### src/rtl/pm_reader_pkg.sv
package pm_reader_pkg;
  localparam int unsigned PMR_ADDR_W = 13;
  localparam int unsigned PMR_DATA_W = 14;
  localparam int unsigned PMR_RA_W   = 9;
  localparam logic [8:0]  PMR_CTRL   = 9'h10C;

  typedef enum logic [1:0] {
    RD_IDLE    = 2'd0,
    RD_ACCESS  = 2'd1,
    RD_CAPTURE = 2'd2
  } rd_state_e;
endpackage

### src/rtl/pm_read_seq.sv
module pm_read_seq
  import pm_reader_pkg::*;
#(
  parameter int unsigned ADDR_W = PMR_ADDR_W
) (
  input  logic              clk_i,
  input  logic              rst_ni,
  input  logic              start_i,
  input  logic [ADDR_W-1:0] word_addr_i,
  output logic              busy_o,
  output logic              done_o,
  output logic              mem_en_o,
  output logic [ADDR_W-1:0] mem_addr_o
);
  rd_state_e         state_q, state_d;
  logic [ADDR_W-1:0] lat_q;
  logic              accept;

  // start is refused only while the memory request is on the port
  assign accept = start_i && (state_q != RD_ACCESS);

  always_comb begin
    state_d = state_q;
    unique case (state_q)
      RD_IDLE:    if (accept) state_d = RD_ACCESS;
      RD_ACCESS:  state_d = RD_CAPTURE;
      RD_CAPTURE: state_d = accept ? RD_ACCESS : RD_IDLE;
      default:    state_d = RD_IDLE;
    endcase
  end

  always_ff @(posedge clk_i or negedge rst_ni) begin
    if (!rst_ni) begin
      state_q <= RD_IDLE;
      lat_q   <= '0;
    end else begin
      state_q <= state_d;
      if (accept) lat_q <= word_addr_i;
    end
  end

  assign busy_o     = (state_q != RD_IDLE);
  assign done_o     = (state_q == RD_CAPTURE);
  assign mem_en_o   = (state_q == RD_ACCESS);
  assign mem_addr_o = lat_q;
endmodule

### src/rtl/pm_regfile.sv
module pm_regfile
  import pm_reader_pkg::*;
#(
  parameter int unsigned ADDR_W = PMR_ADDR_W,
  parameter int unsigned DATA_W = PMR_DATA_W,
  parameter int unsigned RA_W   = PMR_RA_W,
  parameter logic [RA_W-1:0] CTRL_ADDR = PMR_CTRL
) (
  input  logic              clk_i,
  input  logic              rst_ni,
  input  logic              we_i,
  input  logic [RA_W-1:0]   addr_i,
  input  logic [7:0]        wdata_i,
  input  logic              busy_i,
  input  logic              cap_i,
  input  logic [DATA_W-1:0] cap_data_i,
  output logic [7:0]        rdata_o,
  output logic [ADDR_W-1:0] word_addr_o,
  output logic [DATA_W-1:0] data_word_o
);
  localparam int unsigned AHI_W = ADDR_W - 8;
  localparam int unsigned DHI_W = DATA_W - 8;
  localparam logic [RA_W-1:0] DLO_ADDR = CTRL_ADDR + RA_W'(1);
  localparam logic [RA_W-1:0] DHI_ADDR = CTRL_ADDR + RA_W'(2);
  localparam logic [RA_W-1:0] ALO_ADDR = CTRL_ADDR + RA_W'(3);
  localparam logic [RA_W-1:0] AHI_ADDR = CTRL_ADDR + RA_W'(4);

  logic [7:0]        alo_q;
  logic [AHI_W-1:0]  ahi_q;
  logic [DATA_W-1:0] data_q;

  always_ff @(posedge clk_i or negedge rst_ni) begin
    if (!rst_ni) begin
      alo_q  <= '0;
      ahi_q  <= '0;
      data_q <= '0;
    end else begin
      if (we_i && addr_i == ALO_ADDR) alo_q <= wdata_i;
      if (we_i && addr_i == AHI_ADDR) ahi_q <= wdata_i[AHI_W-1:0];
      if (cap_i) data_q <= cap_data_i;
    end
  end

  always_comb begin
    unique case (addr_i)
      CTRL_ADDR: rdata_o = {1'b1, 6'b0, busy_i};
      DLO_ADDR:  rdata_o = data_q[7:0];
      DHI_ADDR:  rdata_o = 8'(data_q[DATA_W-1:8]);
      ALO_ADDR:  rdata_o = alo_q;
      AHI_ADDR:  rdata_o = 8'(ahi_q);
      default:   rdata_o = 8'h00;
    endcase
  end

  assign word_addr_o = {ahi_q, alo_q};
  assign data_word_o = data_q;

  if (DHI_W > 8 || AHI_W > 8) begin : g_bad_width
    initial $error("pm_regfile: high part wider than a byte");
  end
endmodule

### src/rtl/pm_reader.sv
module pm_reader
  import pm_reader_pkg::*;
#(
  parameter int unsigned ADDR_W = PMR_ADDR_W,
  parameter int unsigned DATA_W = PMR_DATA_W,
  parameter int unsigned RA_W   = PMR_RA_W,
  parameter logic [RA_W-1:0] CTRL_ADDR = PMR_CTRL
) (
  input  logic              clk_i,
  input  logic              rst_ni,
  input  logic              reg_we_i,
  input  logic [RA_W-1:0]   reg_addr_i,
  input  logic [7:0]        reg_wdata_i,
  output logic [7:0]        reg_rdata_o,
  output logic              mem_en_o,
  output logic [ADDR_W-1:0] mem_addr_o,
  input  logic [DATA_W-1:0] mem_data_i
);
  logic              start_wr;
  logic              rd_busy;
  logic              rd_done;
  logic [ADDR_W-1:0] word_addr;
  logic [DATA_W-1:0] data_word;

  // only a 1 in bit 0 requests a read; a 0 cannot clear the start bit
  assign start_wr = reg_we_i && (reg_addr_i == CTRL_ADDR) && reg_wdata_i[0];

  pm_read_seq #(.ADDR_W(ADDR_W)) u_seq (
    .clk_i       (clk_i),
    .rst_ni      (rst_ni),
    .start_i     (start_wr),
    .word_addr_i (word_addr),
    .busy_o      (rd_busy),
    .done_o      (rd_done),
    .mem_en_o    (mem_en_o),
    .mem_addr_o  (mem_addr_o)
  );

  pm_regfile #(
    .ADDR_W    (ADDR_W),
    .DATA_W    (DATA_W),
    .RA_W      (RA_W),
    .CTRL_ADDR (CTRL_ADDR)
  ) u_regs (
    .clk_i       (clk_i),
    .rst_ni      (rst_ni),
    .we_i        (reg_we_i),
    .addr_i      (reg_addr_i),
    .wdata_i     (reg_wdata_i),
    .busy_i      (rd_busy),
    .cap_i       (rd_done),
    .cap_data_i  (mem_data_i),
    .rdata_o     (reg_rdata_o),
    .word_addr_o (word_addr),
    .data_word_o (data_word)
  );
endmodule

### config.mk
export PLATFORM = sky130hd
export DESIGN_NAME = pm_reader
export DESIGN_NICKNAME = d
export VERILOG_FILES = /design/src/rtl/pm_reader_pkg.sv /design/src/rtl/pm_read_seq.sv /design/src/rtl/pm_regfile.sv /design/src/rtl/pm_reader.sv
export SDC_FILE = /design/constraint.sdc
export NUM_CORES = 1
export LEC_CHECK = 0
export BUFFER_PORTS_ARGS = -buffer_cell sky130_fd_sc_hd__buf_2
export CORE_UTILIZATION = 45
export CTS_BUF_LIST = sky130_fd_sc_hd__clkbuf_16
export DETAILED_ROUTE_END_ITERATION = 10
export PLACE_DENSITY = 0.78
export SYNTH_ARGS = -nofsm -noshare
export SYNTH_HDL_FRONTEND = slang
export SYNTH_SLANG_ARGS = --single-unit
### constraint.sdc
create_clock -name clk_i -period 1.45 [get_ports clk_i]
set_clock_uncertainty 0.1 [all_clocks]
set_input_delay 0.29 -clock clk_i [delete_from_list [all_inputs] [get_ports clk_i]]
set_output_delay 0.29 -clock clk_i [all_outputs]
set_load 0.01 [all_outputs]
* Yosys cells after proc, flatten, opt, wreduce, memory -nomap -nowiden
Cells that the tools add are included.
** Storage, ports and cells
- Latch bits :: 0
- Flip-flop bits (word level) :: 42
- Memory bits (writable) :: 0
- Memory bits (read-only) :: 0
- Logic and storage cells :: 25
- Memories kept :: 0
- Input bits :: 34
- Output and inout port bits :: 22
** Cells by class
- Multipliers :: 0
- Mux-type cells :: 4
- Bitwise operators :: 0
- $add $sub $neg :: 0
- Reductions and logical operators :: 7
- Divide/modulo/power cells :: 0
- Shifts and indexed selects :: 0
- Eq/ne operators :: 9
- $lt $le $gt $ge :: 0
** Operators with widths (count)
- $eq A9 B9 Y1 const B :: 5
- $pmux W8 S5 :: 1
- $pmux W2 S3 :: 1
- $logic_and A1 B1 Y1 :: 5
- $ne A2 B1 Y1 const B :: 2
- $eq A2 B1 Y1 const B :: 1
- $eq A2 B2 Y1 const B :: 1
- $logic_not A2 Y1 :: 1
- $mux W2 :: 1
- $reduce_bool A2 Y1 :: 1
- $mux W1 :: 1

* Logic depth before layout (Yosys ltp)
Gate-level depths: netlist of run 1.
- Depth after elaboration :: 6
- Gate-level depth with buffers :: 6
- Gate-level depth less buffers :: 4

* Cells and area by module
A second synthesis of run 1 with hierarchy kept.
** Unflattened totals
- Cells, all modules :: 141
- Area, all modules :: 1986.9 µm²
** By module, submodules not included
- pm_regfile :: cells an instance 102, times used 1, seq. area each 675.6 µm², area an instance 1313.8 µm²
- pm_read_seq :: cells an instance 35, times used 1, seq. area each 375.4 µm², area an instance 639.4 µm²
- pm_reader :: cells an instance 4, times used 1, seq. area each 0.0 µm², area an instance 33.8 µm²

* Worst setup path before layout of run 1
OpenSTA, ideal clock, no wires.
- Path kind :: input to register
- From :: input reg_addr_i[5]
- To :: register u_regs.alo_q[0]
- Data required time :: 1.225 ns
- Library setup time :: 0.125 ns
- Stages on the path :: 6
- Path buffers :: 2
- Path slack :: -0.362 ns
- Arrival :: 1.587 ns
- Path through :: or3_1 > buf_6 > nor2_8 > and4_4 > buf_12 > mux2_4
** Between the ends
- Longest elaborated chain between the ends :: 2
** RTL lines
- start, declared :: line pm_reader.sv:12 : input logic [RA_W-1:0] reg_addr_i,
- $eq A9 B9 Y1 :: line pm_regfile.sv:38 : if (we_i && addr_i == ALO_ADDR) alo_q <= wdata_i;
- $logic_and A1 B1 Y1 :: line pm_regfile.sv:38
- end signal, assigned :: line pm_regfile.sv:38
- end, declared :: line pm_regfile.sv:28 : logic [7:0] alo_q;
No other way between the ends.
A chain may end at the register's enable or synchronous reset.

* Worst setup path in the final report of run 1
- From :: register u_seq.state_q[0]
- To :: output mem_en_o
** Between the ends
- Longest elaborated chain between the ends :: 1
** RTL lines
- start, declared :: line pm_read_seq.sv:15 : rd_state_e state_q, state_d;
- start signal, assigned :: line pm_read_seq.sv:37 : state_q <= state_d;
- $eq A2 B1 Y1 :: line pm_read_seq.sv:44 : assign mem_en_o = (state_q == RD_ACCESS);
- end, declared :: line pm_reader.sv:15 : output logic mem_en_o,
No other way between the ends.

==> results.txt, run 1 <==
----------------------------------------------------
[Pwr]
  Sequential cell fraction of total power ... 47.9%
  Switching Share ... 22.8%
  Highest ir drop seen on vdd ... 0.643 mV
  Leakage ... 1.67 nW
  Combinational group share of total power ... 9.4%
  Share of total power in the clock network ... 42.7%
  Switching power of the nets ... 571 uW
  Internal Pwr Total ... 1.94 mW
  Power density over cell area ... 808 mW/mm^2

[Worst setup path]
  Category of the worst setup path capture point ... output pin
  Worst Reg-to-Reg Cells ... 9
  Type of element launching the critical path ... register
  CP Max Fanout ... 3
  Worst Setup Path Type ... register to output pin
  CP required ... 1.06 ns
  Worst endpoint data arrival time ... 1.71 ns
  Worst R2R End ... u_seq.mem_addr_o[2]
  Reg2Reg Setup Slack ... -0.56 ns
  Launch point of the worst reg-to-reg path ... u_seq.state_q[0]

[Worst hold path]
  End point of the worst hold path ... u_regs.data_word_o[7]
  Number of cells on the worst hold path ... 3
  Worst hold path class ... input pin to register
  Origin of the worst min-delay path ... mem_data_i[7]

[GRT]
  Largest net degree at the start of global routing ... 28
  Vias in the first global route ... 1574
  Met1 usage ... 30.5%
  Overall Global Routing Usage ... 24.2%
  Most Used Layer, Global Route ... met2
  Initial antenna violation count ... 0
  Grt met3 use ... 7.24%
  Met2 track demand over resource ... 38.5%
  First-pass GRT wire length ... 8020 um
  Gr ovfl total ... 0

[Route]
  Post-DR vias/cell ... 5.32
  Detail Route Antenna Nets ... 0
  Number of violations reported at the end of detailed-routing iteration 0 ... 135
  Final wirelength ... 5780 um
  Number of detailed-routing iterations run before antenna repair ... 4
  Total via count after detailed routing ... 1559
  Drt drc ... 0
  Average wire length per cell after detail routing ... 19.7 um

[Timing]
  Top achievable clock speed ... 476 MHz
  # setup viols final ... 51
  Final critical-path setup slack ... -0.650 ns
  Worst-case headroom to the max-slew limit ... 75.2%
  Ratio of final minimum period to clock period ... 145%
  Transition time at the pin with the least slew margin ... 0.372 ns
  Hold violation count in the final report ... 0
  Final-report max-slew violation count ... 0
  Setup repair after global routing missed its margin ... true
  Clock period minus final worst setup slack ... 2.10 ns

[Floorplanning]
  Vertical die dimension ... 68.9 um
  Die area ... 0.00474 mm^2
  Rows ... 23
  Horizontal die dimension ... 68.9 um
  Std-Cell Core Area ... 0.00414 mm^2
  Count of pins on the block boundary ... 56
  Starting Density ... 48.6%

[Clock network]
  Clock-pin transition on the worst setup and hold timing paths ... 0.05 ns
  Maximum count of clock buffers along a single path ... 2
  Clock tree root buffer cell ... clkbuf_16
  Clock tree from TritonCTS ... built
  CTS sink cnt ... 42
  Skew-Pair Late Insertion Delay ... 0.29 ns
  Depth of the CTS H-tree ... 2
  CTS Buf Count ... 5

[Synth]
  Share of synthesized cell area in full adder, half adder and majority cells ... 0%
  Syn_area_per_cell ... 13.9 um^2
  Complex-gate fraction of the synthesized area ... 4.79%
  Simple-gate share of the synthesized area ... 9.64%
  Main combinational cell family by area after synthesis ... multiplexers
  Count of yosys warnings during synthesis ... 0
  Library cell occupying the most area in the post-synthesis netlist ... dfrtp_1
  Cell Area, Synth ... 0.00201 mm^2
  Fraction of the yosys area taken by sequential cells ... 52.2%
  Multiplexer share of the synthesized area ... 29.4%
  Nets in the synthesized netlist ... 179
  Seq cells post-synth ... 42
  Post-synth top area share ... 52.2%
  Number of instances in the synthesized netlist ... 145
  Post-synth cell types ... 28
  Main area contributors after synthesis ... dfrtp_1, mux2_4, mux2_2
  Post-Synth XOR/XNOR Area ... 0%

[Final layout]
  Finished Cell Area ... 0.00311 mm^2
  Area overhead of the layout relative to synthesis ... 54.4%
  Total inserted antenna cells ... 0
  Share of post-route cells with drive strength above 1 ... 72.8%
  Number of inserted filler cells in the final layout ... 241
  Number of nets in the layout ... 276

[Placed design]
  Place WS ... -0.446 ns
  Cell area after placement ... 0.00251 mm^2
  Post-DP HPWL ... 3280 um
  Final weighted congestion of routability-driven global placement ... 0.891
  Buffers added on ports ... 55

[Outcome]
  Run status ... finished with violations
  Failing checks ... negative setup slack

[Run]
  Count of maximum capacitance violations ... 0

----------------------------------------------------
## layout by cell type, fill, tap and decap left out, types with 2 or more instances in the layout
cell type,instances
buf_2,49
dfrtp_1,42
mux2_4,33
buf_4,26
buf_6,19
mux2_2,8
a21oi_2,7
clkbuf_16,6
nand2_1,5
nor2_1,5
a21oi_1,3
a211oi_2,3
buf_12,3
nor3_2,2
and3_4,2
nor2b_4,2
mux2i_1,2
mux2i_2,2
nor3_1,2
nand3b_4,2
## cell usage after synthesis
cell type   n
a211oi_1    4
and4_4      1
mux4_2      1
nor3_1      4
mux2i_1     4
mux2_4     18
a21oi_1    11
clkbuf_1    2
nor2_8      1
or3_1       1
nand4b_2    1
nor2b_1     3
nand2_1     5
buf_12      1
o21ai_0     1
buf_2       5
or2_2       1
a31oi_1     1
dfrtp_1    42
mux2_2     23
and3_1      2
nand2b_1    1
inv_1       1
nand3_2     1
nor4_1      1
nand3b_4    1
nor2_1      6
buf_6       2
## power by group through the flow
stage          Clock [mW]  Combinational [mW]  Sequential (mW)
2_1_floorplan           0              0.0657             1.22
3_3_place_gp            0               0.175             1.22
3_5_place_dp            0               0.179             1.22
4_1_cts              1.07               0.207             1.20
5_1_grt              1.15               0.249             1.20
6_report             1.07               0.235             1.20
## through the flow
stage | TNS (ns) | power (mW) | util, % | cells | hold slack [ns]
floorplan | -6.41 | 1.28 | - | 145 | -0.106
global placement | -11.58 | 1.40 | 60.6 | 264 | 0.127
detailed placement | -12.61 | 1.40 | 60.6 | 264 | 0.127
CTS | -11.81 | 2.48 | 71.0 | 285 | 0.126
global route | -19.32 | 2.61 | 75.0 | 293 | 0.124
finish | -18.04 | 2.51 | 75.0 | 293 | 0.120
## cell families (layout without fill, tap and decap cells)
kind of cell           after synthesis  in the layout
AOI/OAI and AO/OA                   17             17
and+or+nand+nor                     29             30
buffers and inverters               11            108
DFF                                 42             42
muxes                               46             46
## state kept, by name, indices dropped and copies added, names as in the netlist
name,count
u_regs.data_word_o,14
u_seq.mem_addr_o,13
u_regs.alo_q,8
u_regs.ahi_q,5
u_seq.state_q,2
## worst max-delay path by stage
stage	from	to	slack, ns	depth (start not counted)
finish	u_seq.state_q[0]	mem_en_o	-0.65	9
global route	u_seq.state_q[0]	mem_en_o	-0.67	9
CTS	u_seq.state_q[1]	reg_rdata_o[0]	-0.57	5
detailed placement	reg_addr_i[5]	u_regs.alo_q[0]	-0.45	5
global placement	reg_addr_i[5]	u_regs.alo_q[3]	-0.41	5
floorplan	reg_addr_i[5]	u_regs.alo_q[0]	-0.33	6
## routing by layer
| layer | vias up | share of wire (%) |
|---|---|---|
| met4 | 0 | 1.9 |
| met1 | 782 | 43 |
| met3 | 11 | 4.0 |
| li1 | 712 | - |
| met2 | 54 | 51 |
| met5 | - | 0 |
## critical path, stage by stage, from the launching register on
cell,delay [ns]
dfrtp_1,0.39
buf_4,0.14
buf_6,0.11
buf_6,0.10
buf_6,0.11
buf_6,0.11
buf_6,0.12
nor2b_4,0.14
buf_6,0.11
buf_6,0.11
## final cells by class
cell class | count | area, um^2 | area share [%]
Clock buffer | 5 | 125 | 4.03
Inverter | 1 | 3.75 | 0.121
Sequential cell | 42 | 1050 | 33.8
Clock inverter | 3 | 16.3 | 0.524
Tap cell | 50 | 62.6 | 2.01
Timing Repair Buffer | 99 | 749 | 24.1
Multi-Input combinational cell | 93 | 1100 | 35.4
## what timing repair did
item / 4_1_cts / 5_1_grt
hold endpoints to repair: 15 / 0
gates cloned: 1 / 1
endpoints found under the setup margin: 35 / 49
setup buffers: 12 / 7
pin swaps: 21 / 5
hold buffers: 1 / 0
resized for setup: 44 / 20
Power figures use the tool's default switching activity.
==> inputs of run 2 (changes only) <==
--- a/config.mk
+++ b/config.mk
@@ -8,8 +8,10 @@
 export BUFFER_PORTS_ARGS = -buffer_cell sky130_fd_sc_hd__buf_2
 export CORE_UTILIZATION = 45
 export CTS_BUF_LIST = sky130_fd_sc_hd__clkbuf_16
+export CTS_CLUSTER_DIAMETER = 60
 export DETAILED_ROUTE_END_ITERATION = 10
 export PLACE_DENSITY = 0.78
+export RECOVER_POWER = 50
 export SYNTH_ARGS = -nofsm -noshare
 export SYNTH_HDL_FRONTEND = slang
 export SYNTH_SLANG_ARGS = --single-unit
==> run 2 against run 1 <==
  * The flow still finishes with violations (negative setup slack)
  * Critical path depth unchanged
  * Fmax hardly changed
  * Clock power hardly changed
  * Critical path type unchanged
  * Count of clock-buffer cells in the layout unchanged
==> results.txt, run 2 (synthesized netlist as in run 1, its figures left out) <==
----------------------------------------------------
[Timing]
  Worst-case headroom to the max-slew limit ... 74.8% (-0.40 points)
  Setup repair after global routing missed its margin ... true
  Transition time at the pin with the least slew margin ... 0.378 ns (+0.00598 ns)
  Final critical-path setup slack ... -0.649 ns (+0.000320 ns)
  Hold violation count in the final report ... 0 (unchanged)
  Clock period minus final worst setup slack ... 2.10 ns (-0.000320 ns)
  # setup viols final ... 51 (unchanged)
  Top achievable clock speed ... 476 MHz (about the same)
  Final-report max-slew violation count ... 0 (unchanged)
  Ratio of final minimum period to clock period ... 145% (about the same)
  Final setup TNS ... -18.04 ns (+0.00500 ns)

[Placed design]
  Buffers added on ports ... 55 (unchanged)
  Final weighted congestion of routability-driven global placement ... 0.891 (unchanged)
  Place WS ... -0.446 ns (unchanged)
  Post-placement cell count ... 264 (unchanged)
  Post-DP HPWL ... 3280 um (unchanged)

[Worst hold path]
  End point of the worst hold path ... u_regs.data_word_o[7]
  Origin of the worst min-delay path ... mem_data_i[7]
  Worst hold path class ... input pin to register
  Number of cells on the worst hold path ... 3 (unchanged)

[Route]
  Number of violations reported at the end of detailed-routing iteration 0 ... 144 (+6.7%)
  Drt drc ... 0 (unchanged)
  Total via count after detailed routing ... 1571 (+0.77%)
  Final wirelength ... 5790 um (+0.16%)
  Average wire length per cell after detail routing ... 19.7 um (+0.16%)
  Post-DR vias/cell ... 5.36 (+0.77%)
  Detail Route Antenna Nets ... 0 (unchanged)
  Number of detailed-routing iterations run before antenna repair ... 4 (unchanged)

[Final layout]
  Area overhead of the layout relative to synthesis ... 53.8%
  Largest register FFs ... 14 (unchanged)
  Post-Layout Cell Count ... 293 (unchanged)
  Leading cell type in the layout, fill and taps excluded ... buf_2
  Number of nets in the layout ... 276 (unchanged)
  Total inserted antenna cells ... 0 (unchanged)
  Most used cells in the layout excluding fill and tap cells ... buf_2, dfrtp_1, mux2_4
  Share of post-route cells with drive strength above 1 ... 72.8% (unchanged)

[Worst setup path]
  Launch point of the worst reg-to-reg path ... u_seq.state_q[0]
  CP required ... 1.06 ns (about the same)
  CP Max Fanout ... 3 (unchanged)
  Worst Setup Path Type ... register to output pin
  Worst Reg-to-Reg Cells ... 9 (unchanged)
  Reg2Reg Setup Slack ... -0.56 ns (about the same)
  Worst R2R End ... u_seq.mem_addr_o[2]
  Category of the worst setup path capture point ... output pin
  Type of element launching the critical path ... register
  Timing startpoint of the critical path ... u_seq.state_q[0]
  Worst endpoint data arrival time ... 1.71 ns (about the same)

[Floorplanning]
  Starting Density ... 48.6% (unchanged)
  Vertical die dimension ... 68.9 um (unchanged)
  Horizontal die dimension ... 68.9 um (unchanged)
  Count of pins on the block boundary ... 56 (unchanged)
  Die area ... 0.00474 mm^2 (unchanged)
  Rows ... 23 (unchanged)
  Std-Cell Core Area ... 0.00414 mm^2 (unchanged)

[Clock network]
  Clock-pin transition on the worst setup and hold timing paths ... 0.05 ns (about the same)
  Maximum count of clock buffers along a single path ... 2 (unchanged)
  Clock tree from TritonCTS ... built
  Clock tree root buffer cell ... clkbuf_16
  Skew-Pair Late Insertion Delay ... 0.29 ns (about the same)
  CTS Buf Count ... 5 (unchanged)
  Depth of the CTS H-tree ... 2 (unchanged)
  CTS sink cnt ... 42 (unchanged)

[Pwr]
  Power after layout ... 2.51 mW (-0.17%)
  Switching Share ... 22.8% (+0.023 points)
  Combinational group share of total power ... 9.2% (-0.2 points)
  Power density over cell area ... 810 mW/mm^2 (+0.24%)
  Sequential cell fraction of total power ... 48.0% (about the same)
  Share of total power in the clock network ... 42.8% (about the same)
  Highest ir drop seen on vdd ... 0.646 mV (+0.43%)
  Switching power of the nets ... 571 uW (about the same)
  Internal Pwr Total ... 1.93 mW (-0.20%)
  Leakage ... 1.67 nW (-0.27%)

[Outcome]
  Run status ... finished with violations
  Failing checks ... negative setup slack

[GRT]
  Overall Global Routing Usage ... 24.2% (unchanged)
  Initial antenna violation count ... 0 (unchanged)
  Gr ovfl total ... 0 (unchanged)
  Vias in the first global route ... 1574 (unchanged)
  First-pass GRT wire length ... 8020 um (unchanged)
  Largest net degree at the start of global routing ... 28 (unchanged)

[Run]
  Count of maximum capacitance violations ... 0 (unchanged)

----------------------------------------------------
## run 2: worst max-delay path by stage
stage                      end  slack [ns]  depth (start not counted)
5_1_grt               mem_en_o       -0.67                          9
2_1_floorplan  u_regs.alo_q[0]       -0.33                          6
4_1_cts         reg_rdata_o[0]       -0.57                          5
6_report              mem_en_o       -0.65                          9
3_3_place_gp   u_regs.alo_q[3]       -0.41                          5
3_5_place_dp   u_regs.alo_q[0]       -0.45                          5
## run 2: what timing repair did
item	4_1_cts	5_1_grt
endpoints found under the hold margin	15	0
gates resized for setup	44	20
hold buffers	1	0
cloned	1	1
setup buffers	12	7
pin swaps	21	5
setup endpoints to repair	35	49
## run 2: power by group through the flow
| stage | combinational (mW) | clock (mW) | sequential (mW) |
|---|---|---|---|
| 5_1_grt | 0.245 | 1.15 | 1.20 |
| 2_1_floorplan | 0.0657 | 0 | 1.22 |
| 3_5_place_dp | 0.179 | 0 | 1.22 |
| 4_1_cts | 0.207 | 1.07 | 1.20 |
| 6_report | 0.231 | 1.07 | 1.20 |
| 3_3_place_gp | 0.175 | 0 | 1.22 |
## run 2: per-stage QoR
step,hold slack (ns),instance area (um^2),util [%]
6_report,0.121,3090,74.7
5_1_grt,0.124,3090,74.7
4_1_cts,0.126,2940,71.0
3_5_place_dp,0.127,2510,60.6
3_3_place_gp,0.127,2510,60.6
2_1_floorplan,-0.106,2050,-
## run 2: layer usage
layer	part of all wire [%]	GRT usage (%)
met1	44	30.5
met2	51	38.5
met3	3.4	7.24
met4	1.9	10.5
met5	0	0
## run 2: layout make-up
cell class                      count  area (um^2)
Timing Repair Buffer               99          737
Inverter                            1         3.75
Tap cell                           50         62.6
Clock inverter                      3         16.3
Fill cell                         243         1050
Clock buffer                        5          125
Multi-Input combinational cell     93         1100
Sequential cell                    42         1050
## run 2: worst max-delay path, stage by stage, from the launching register on
cell,delay [ns]
dfrtp_1,0.39
buf_4,0.14
buf_6,0.11
buf_6,0.10
buf_6,0.11
buf_6,0.11
buf_6,0.12
nor2b_4,0.14
buf_6,0.11
buf_6,0.11
